--- config.mk ---
export PLATFORM = sky130hd
export DESIGN_NAME = be_bus_seq
export DESIGN_NICKNAME = d
export VERILOG_FILES = /design/src/rtl/be_bus_pkg.sv /design/src/rtl/be_align_chk.sv /design/src/rtl/be_lane_sel.sv /design/src/rtl/be_rd_merge.sv /design/src/rtl/be_bus_seq.sv
export SDC_FILE = /design/constraint.sdc
export NUM_CORES = 1
export LEC_CHECK = 0
export BUFFER_PORTS_ARGS = -buffer_cell sky130_fd_sc_hd__buf_4
export CAP_MARGIN = 20
export CELL_PAD_IN_SITES_DETAIL_PLACEMENT = 1
export CELL_PAD_IN_SITES_GLOBAL_PLACEMENT = 1
export CORE_MARGIN = 5
export CORE_UTILIZATION = 44
export DETAILED_ROUTE_END_ITERATION = 8
export PLACE_DENSITY_LB_ADDON = 0.12
export SLEW_MARGIN = 0
export SYNTH_ARGS = -nofsm -noshare
export SYNTH_HDL_FRONTEND = slang
export SYNTH_SLANG_ARGS = --single-unit
--- constraint.sdc ---
create_clock -name clk -period 4.7 [get_ports clk]
set_clock_uncertainty 0.2 [all_clocks]
set_input_delay 0.47 -clock clk [delete_from_list [all_inputs] [get_ports clk]]
set_output_delay 0.47 -clock clk [all_outputs]
set_load 0.02 [all_outputs]
--- src/rtl/be_bus_pkg.sv ---
package be_bus_pkg;

    typedef enum logic [1:0] {
        SZ_BYTE = 2'b00,
        SZ_WORD = 2'b01,
        SZ_LONG = 2'b10,
        SZ_RSVD = 2'b11
    } xfer_size_e;

    typedef enum logic [1:0] {
        ST_IDLE,
        ST_CYC1,
        ST_CYC2,
        ST_RESP
    } seq_state_e;

endpackage

--- src/rtl/be_align_chk.sv ---
module be_align_chk
    import be_bus_pkg::*;
(
    input  xfer_size_e size,
    input  logic       addr_lsb,
    output logic       fault
);
    always_comb begin
        fault = 1'b0;
        if (size == SZ_RSVD) begin
            fault = 1'b1;
        end else if (size != SZ_BYTE && addr_lsb) begin
            fault = 1'b1;
        end
    end
endmodule

--- src/rtl/be_lane_sel.sv ---
module be_lane_sel
    import be_bus_pkg::*;
#(
    parameter int DATA_W = 32,
    parameter int LANE_W = 16
) (
    input  xfer_size_e          size,
    input  logic                addr_lsb,
    input  logic                second_half,
    input  logic [DATA_W-1:0]   wdata,
    output logic                ustb,
    output logic                lstb,
    output logic [LANE_W-1:0]   wlane
);
    localparam int BYTE_W = LANE_W / 2;

    always_comb begin
        ustb  = 1'b0;
        lstb  = 1'b0;
        wlane = '0;
        case (size)
            SZ_BYTE: begin
                ustb  = !addr_lsb;
                lstb  = addr_lsb;
                wlane = {wdata[BYTE_W-1:0], wdata[BYTE_W-1:0]};
            end
            SZ_WORD: begin
                ustb  = 1'b1;
                lstb  = 1'b1;
                wlane = wdata[LANE_W-1:0];
            end
            SZ_LONG: begin
                ustb  = 1'b1;
                lstb  = 1'b1;
                wlane = second_half ? wdata[LANE_W-1:0] : wdata[DATA_W-1:LANE_W];
            end
            default: begin
                ustb  = 1'b0;
                lstb  = 1'b0;
                wlane = '0;
            end
        endcase
    end
endmodule

--- src/rtl/be_rd_merge.sv ---
module be_rd_merge
    import be_bus_pkg::*;
#(
    parameter int DATA_W = 32,
    parameter int LANE_W = 16
) (
    input  xfer_size_e          size,
    input  logic                addr_lsb,
    input  logic [LANE_W-1:0]   hi_word,
    input  logic [LANE_W-1:0]   bus_word,
    output logic [DATA_W-1:0]   rdata
);
    localparam int BYTE_W = LANE_W / 2;

    always_comb begin
        rdata = '0;
        case (size)
            SZ_BYTE: rdata[BYTE_W-1:0] = addr_lsb ? bus_word[BYTE_W-1:0]
                                                  : bus_word[LANE_W-1:BYTE_W];
            SZ_WORD: rdata[LANE_W-1:0] = bus_word;
            SZ_LONG: rdata = {hi_word, bus_word};
            default: rdata = '0;
        endcase
    end
endmodule

--- src/rtl/be_bus_seq.sv ---
module be_bus_seq
    import be_bus_pkg::*;
#(
    parameter int ADDR_W = 24
) (
    input  logic              clk,
    input  logic              rst_n,
    input  logic              req_valid,
    output logic              req_ready,
    input  logic [ADDR_W-1:0] req_addr,
    input  logic [1:0]        req_size,
    input  logic              req_write,
    input  logic [31:0]       req_wdata,
    output logic              rsp_valid,
    output logic              rsp_err,
    output logic [31:0]       rsp_rdata,
    output logic              bus_cyc,
    output logic [ADDR_W-1:0] bus_addr,
    output logic              bus_we,
    output logic              bus_ustb,
    output logic              bus_lstb,
    output logic [15:0]       bus_wdata,
    input  logic [15:0]       bus_rdata,
    input  logic              bus_ack
);
    localparam int DATA_W = 32;
    localparam int LANE_W = 16;
    localparam logic [ADDR_W-1:0] WORD_STEP = ADDR_W'(LANE_W / 8);

    typedef struct packed {
        seq_state_e          state;
        logic [ADDR_W-1:0]   addr;
        xfer_size_e          size;
        logic                lsb;
        logic                write;
        logic [DATA_W-1:0]   wdata;
        logic [LANE_W-1:0]   hi;
        logic                err;
        logic [DATA_W-1:0]   rdata;
    } seq_regs_t;

    seq_regs_t r_d, r_q;

    xfer_size_e            in_size;
    logic                  in_fault;
    logic                  lane_u, lane_l;
    logic [LANE_W-1:0]     lane_wd;
    logic [DATA_W-1:0]     merged;

    assign in_size = xfer_size_e'(req_size);

    be_align_chk u_align (
        .size     (in_size),
        .addr_lsb (req_addr[0]),
        .fault    (in_fault)
    );

    be_lane_sel #(.DATA_W(DATA_W), .LANE_W(LANE_W)) u_lane (
        .size        (r_q.size),
        .addr_lsb    (r_q.lsb),
        .second_half (r_q.state == ST_CYC2),
        .wdata       (r_q.wdata),
        .ustb        (lane_u),
        .lstb        (lane_l),
        .wlane       (lane_wd)
    );

    be_rd_merge #(.DATA_W(DATA_W), .LANE_W(LANE_W)) u_merge (
        .size     (r_q.size),
        .addr_lsb (r_q.lsb),
        .hi_word  (r_q.hi),
        .bus_word (bus_rdata),
        .rdata    (merged)
    );

    always_comb begin
        r_d = r_q;
        case (r_q.state)
            ST_IDLE: begin
                if (req_valid) begin
                    if (in_fault) begin
                        r_d.state = ST_RESP;
                        r_d.err   = 1'b1;
                        r_d.rdata = '0;
                    end else begin
                        r_d.state = ST_CYC1;
                        r_d.addr  = {req_addr[ADDR_W-1:1], 1'b0};
                        r_d.size  = in_size;
                        r_d.lsb   = req_addr[0];
                        r_d.write = req_write;
                        r_d.wdata = req_wdata;
                        r_d.err   = 1'b0;
                    end
                end
            end
            ST_CYC1: begin
                if (bus_ack) begin
                    if (r_q.size == SZ_LONG) begin
                        r_d.hi    = bus_rdata;
                        r_d.addr  = r_q.addr + WORD_STEP;
                        r_d.state = ST_CYC2;
                    end else begin
                        r_d.rdata = r_q.write ? '0 : merged;
                        r_d.state = ST_RESP;
                    end
                end
            end
            ST_CYC2: begin
                if (bus_ack) begin
                    r_d.rdata = r_q.write ? '0 : merged;
                    r_d.state = ST_RESP;
                end
            end
            default: begin
                r_d.state = ST_IDLE;
            end
        endcase
    end

    always_ff @(posedge clk or negedge rst_n) begin
        if (!rst_n) begin
            r_q <= '{state: ST_IDLE, size: SZ_BYTE, default: '0};
        end else begin
            r_q <= r_d;
        end
    end

    assign req_ready = (r_q.state == ST_IDLE);
    assign bus_cyc   = (r_q.state == ST_CYC1) || (r_q.state == ST_CYC2);
    assign bus_addr  = r_q.addr;
    assign bus_we    = bus_cyc && r_q.write;
    assign bus_ustb  = bus_cyc && lane_u;
    assign bus_lstb  = bus_cyc && lane_l;
    assign bus_wdata = lane_wd;
    assign rsp_valid = (r_q.state == ST_RESP);
    assign rsp_err   = r_q.err;
    assign rsp_rdata = r_q.rdata;

endmodule

* Yosys cells after proc, flatten, opt, wreduce, memory -nomap -nowiden
Index checks and enable logic that the tools add are counted.
W data, S select, Z words.
** Word-level totals
- Bits in registers :: 111
- Input bits :: 79
- Output and inout bits :: 79
- Word-level logic and storage cells :: 69
** Operators by class
- Add/subtract/negate cells :: 1
- Equal/unequal tests :: 13
- Muxes and demuxes :: 27
- Bitwise logic cells :: 1
- Reduce and logical (&&, ||, !) cells :: 18
** Operators by type and width (number)
- $mux W32 :: 6
- $pmux W32 S3 :: 1
- $mux W62 :: 1
- $mux W60 :: 1
- $pmux W16 S3 :: 1
- $pmux W24 S2 :: 1
- $mux W16 :: 2
- $mux W26 :: 1
- $add A24 B2 Y24 const B :: 1
- $mux W24 :: 1
- $mux W8 :: 2
- $pmux W8 S2 :: 1
- $ne A2 B2 Y1 const B :: 6
- $reduce_and A3 Y1 :: 3
- $eq A2 B2 Y1 const B :: 4
- $pmux W2 S3 :: 1
- $reduce_and A6 Y1 :: 1
- $reduce_and A5 Y1 :: 1
- $eq A2 B1 Y1 const B :: 2
- $logic_and A1 B1 Y1 :: 4
- $logic_not A2 Y1 :: 2
- $mux W1 :: 4
- $mux W2 :: 2
- $pmux W1 S2 :: 2
- 8 further kinds :: 9

* Logic depth before layout (Yosys ltp)
- Word-level depth :: 7
- Gate-level depth with buffers :: 10
- Mapped depth without buffers :: 7

* Hierarchy
A second synthesis with hierarchy kept.
** Second synthesis, totals
- Cell total of the unflattened synthesis :: 729
- Area total of the unflattened synthesis :: 6402.4 um^2
** Modules (own cells, without submodules)
- be_bus_seq :: instances 1, cells each 610, area an instance 5462.7 um^2, seq. area each 2752.6 um^2
- be_lane_sel :: instances 1, cells each 67, area an instance 491.7 um^2, seq. area each 0.0 um^2
- be_rd_merge :: instances 1, cells each 51, area an instance 436.7 um^2, seq. area each 0.0 um^2
- be_align_chk :: instances 1, cells each 1, area an instance 11.3 um^2, seq. area each 0.0 um^2

* Worst setup path before layout
Ideal clock, no wire load.
- Path type :: register to output
- From :: register r_q[109] in the netlist's numbering
- To :: output port bus_wdata[10]
- Arrival time :: 2.081 ns
- Data required time :: 4.030 ns
- Setup slack :: 1.949 ns
- Cell stages (with the launch flop) :: 8
- Buffers on the path :: 2
- Path through :: dfrtp_1 -> inv_1 -> ha_1 -> clkbuf_1 -> clkbuf_1 -> mux2_2 -> a222oi_1 -> nor2_1
** Between the ends
- Cells in the longest elaborated chain, start to end :: 3
** RTL lines
- start: declaration :: RTL line be_bus_seq.sv:42 : seq_regs_t r_d, r_q;
- start signal: assignment :: RTL line be_bus_seq.sv:124 : r_q <= r_d;
- $eq A2 B2 Y1 :: RTL line be_bus_seq.sv:61 : .second_half (r_q.state == ST_CYC2),
- $mux W16 :: RTL line be_lane_sel.sv:35 : wlane = second_half ? wdata[LANE_W-1:0] : wdata[DATA_W-1:LANE_W];
- $pmux W16 S3 :: RTL line be_lane_sel.sv:21 : case (size)
- end: declaration :: RTL line be_bus_seq.sv:22 : output logic [15:0] bus_wdata,
Every way passes these cells.

* Worst setup path in the final report
- From :: register r_q[109] in the netlist's numbering
- To :: output port bus_wdata[11]
Same word-level chain as after synthesis.

==> metrics.md <==
| Metric | Value |
|---|---|
| Status | `complete, no violations` |
| Post-Route Utilization | `0.544` |
| Pleak | `3.29 nW` |
| Routed len/inst | `19.3 um` |
| Vias in the first global route | `5100` |
| Register area share after synthesis | `0.459` |
| Io pins | `158` |
| Post-Place Setup Slack | `1.45 ns` |
| FFs w/ async S/R, synth | `1.00` |
| Final wirelength | `16600 um` |
| Endpoint class of the critical path | `output port` |
| Overflow after GRT | `0` |
| Area grow syn2layout | `20.5%` |
| CP Buf/Inv Count | `2` |
| Synth warn | `0` |
| Combinational Power Share | `0.480` |
| Routability Congestion | `0.811` |
| Clock Latency Late Sink | `0.36 ns` |
| Mapped Cells | `601` |
| Final period utilization | `0.710` |
| CTS sink cnt | `110` |
| Endpoints failing setup | `0` |
| Post-DP HPWL | `12000 um` |
| Initial antenna violation count | `0` |
| Non-filler cells in the finished layout | `858` |
| Synth top area share | `0.459` |
| Final hold violation count | `0` |
| Crit-path leading delay family | `adder cells` |
| Hold buffer count at CTS | `1` |
| Initial DRC count | `256` |
| Max Root-Sink Buffers | `2` |
| Slowest cell on the critical path | `ha_1` |
| Min cycle time layout | `3.33 ns` |
| Clock power share | `0.188` |
| Sw Pwr | `2.06 mW` |
| Post-CTS setup buffer count | `0` |
| Seq cells post-synth | `110` |
| Post-DR vias/cell | `5.54` |
| Clock transition at path regs | `0.07 ns` |
| Mapped Nets | `689` |
| CP max stage delay | `0.81 ns` |
| Worst-Margin Slew | `1.02 ns` |
| Slew HR | `0.318` |
| Die area | `16100 sq um` |
| Critical Path Start Type | `flop` |
| Antenna Cells | `0` |
| Sw Ratio | `0.413` |
| Total global-route track usage | `0.210` |
| Critical path class | `flop to output port` |
| Yosys cell types | `51` |
| PD cells | `690 nW/um^2` |
| Arr. time, crit path | `2.66 ns` |
| Syn avg cell area | `9.98 sq um` |
| HP Class | `input port to flop` |
| Vert. Die Dim | `127 um` |
| CP Cell Sequence | `inv_1, ha_1, mux2_2, a222oi_1, nor2_1, buf_4` |
| Max_cap viols | `0` |
| Htree depth | `3` |
| Setup TNS | `0 ns` |
| Cell-internal power | `2.93 mW` |
| Vias | `4754` |
| Synth Flop Type | `dfrtp_1` |
| Cts repair resizes | `0` |
| CTS Buf Count | `9` |
| Initial Util | `0.451` |
| Nets@finish | `765` |
| Setup ws final | `1.37 ns` |
| VDD IR max | `430 uV` |
| Cells after DPL | `841` |
| Largest net degree at the start of global routing | `65` |
| Row Count | `42` |
| CP required | `4.03 ns` |
| Post-synth EDFFs | `0` |
| Core area | `13300 sq um` |
| Crit path max fanout | `18` |
| Port Buffers | `156` |
| Most numerous cell in the Yosys netlist | `dfrtp_1` |
| Post-DRT Antenna Nets | `0` |
| Max Clock Freq | `300 MHz` |
| Remaining DRCs | `0` |
| Root Driver | `clkbuf_16` |
| Final Max Slew Viols | `0` |
| TritonCTS clock tree | `done` |
| Flop pwr share | `0.332` |
| First-pass GRT wire length | `27200 um` |
| Synth area leaders | `dfrtp_1 (46%), mux2_2 (12%), buf_4 (7.0%)` |
| Post-Syn Area | `6000 sq um` |
| Layout cells sized above 1 | `0.361` |
| Die Span X | `127 um` |
| Most frequent cells after synthesis | `dfrtp_1 (110), nand2_1 (73), mux2_2 (65)` |
| Synth area leader | `dfrtp_1` |
| RSZ-0062 raised after global routing | `false` |
| Pre-antenna DRT Iters | `4` |
[kinds of logic (layout without fill, tap and decap cells)]
kind of cell / count (synthesis) / count (layout) / synth area share
mux: 76 / 76 / 0.140
compound gates: 129 / 129 / 0.147
buf+inv: 110 / 191 / 0.106
simple gates: 165 / 165 / 0.127
flops: 110 / 110 / 0.459
fa+ha+maj: 10 / 10 / 0.0206
other cells: 1 / 1 / 0.000625
[power by group through the flow]
stage	clock network, mW	registers, mW	logic [mW]
2_1_floorplan	0	1.53	1.85
3_3_place_gp	0	1.64	2.35
3_5_place_dp	0	1.67	2.42
4_1_cts	0.961	1.65	2.43
5_1_grt	1.00	1.71	2.62
6_report	0.941	1.66	2.40
[cells in the final DEF, fill, tap and decap left out, types with 6 or more instances in the layout]
master     instances
buf_4            161
dfrtp_1          110
nand2_1           73
mux2_2            65
o21ai_0           33
nor2_1            31
a21oi_1           24
a22oi_1           16
nand3_1           13
inv_1             12
mux2i_1           11
a221o_1           10
o31ai_1            9
ha_1               9
clkbuf_16          9
a222oi_1           8
nor3_1             7
and3_1             6
or3_1              6
o21ai_1            6
[path summary, 6_finish.rpt]
| kind | startpoint | end | slack, ns | cells after the start |
|---|---|---|---|---|
| max in group asynchronous | rst_n | r_q[75]$_DFFE_PN0P_ | 3.19 | 3 |
| setup reg to reg | r_q[110]$_DFFE_PN0P_ | bus_addr[6]$_DFFE_PN0P_ | 1.41 | 8 |
| setup / recovery | r_q[109]$_DFFE_PN0P_ | bus_wdata[11] | 1.37 | 6 |
| min in group asynchronous | rst_n | rsp_rdata[9]$_DFFE_PN0P_ | 0.23 | 2 |
| hold / removal | req_addr[22] | bus_addr[22]$_DFFE_PN0P_ | 0.12 | 3 |
| hold reg to reg | rsp_rdata[15]$_DFFE_PN0P_ | rsp_rdata[15]$_DFFE_PN0P_ | 0.28 | 2 |
[stage by stage]
stage	power [mW]	hold WS, ns	cell area, sq um
2_1_floorplan	3.39	-0.0256	6000
6_report	4.99	0.120	7230
5_1_grt	5.34	0.123	7230
3_5_place_dp	4.09	0.0589	6850
4_1_cts	5.05	0.115	7230
3_3_place_gp	3.99	0.0582	6850
[tightest hold or removal path: cells and delay by family]
family        cells  cell delay [ns]
simple gates      2             0.09
buf+inv           1             0.08
[routing by layer]
layer,GRT usage,share of wire,vias up
li1,-,-,2248
met1,0.269,0.42,2370
met2,0.356,0.51,124
met3,0.0631,0.059,12
met4,0.0391,0.0089,0
met5,0,0,-
[area by class of cell]
type	count	area, sq um
Clock inverter	7	146
Multi-Input combinational cell	381	2620
Sequential cell	110	2750
Tap cell	176	220
Clock buffer	9	225
Fill cell	1458	6070
Inverter	13	48.8
Timing Repair Buffer	162	1220
[flip-flops by register name (all words and copies together), names as in the netlist]
register / cells
r_q: 54
rsp_rdata: 32
bus_addr: 23
rsp_err: 1
(Power assumes the default switching activity.)
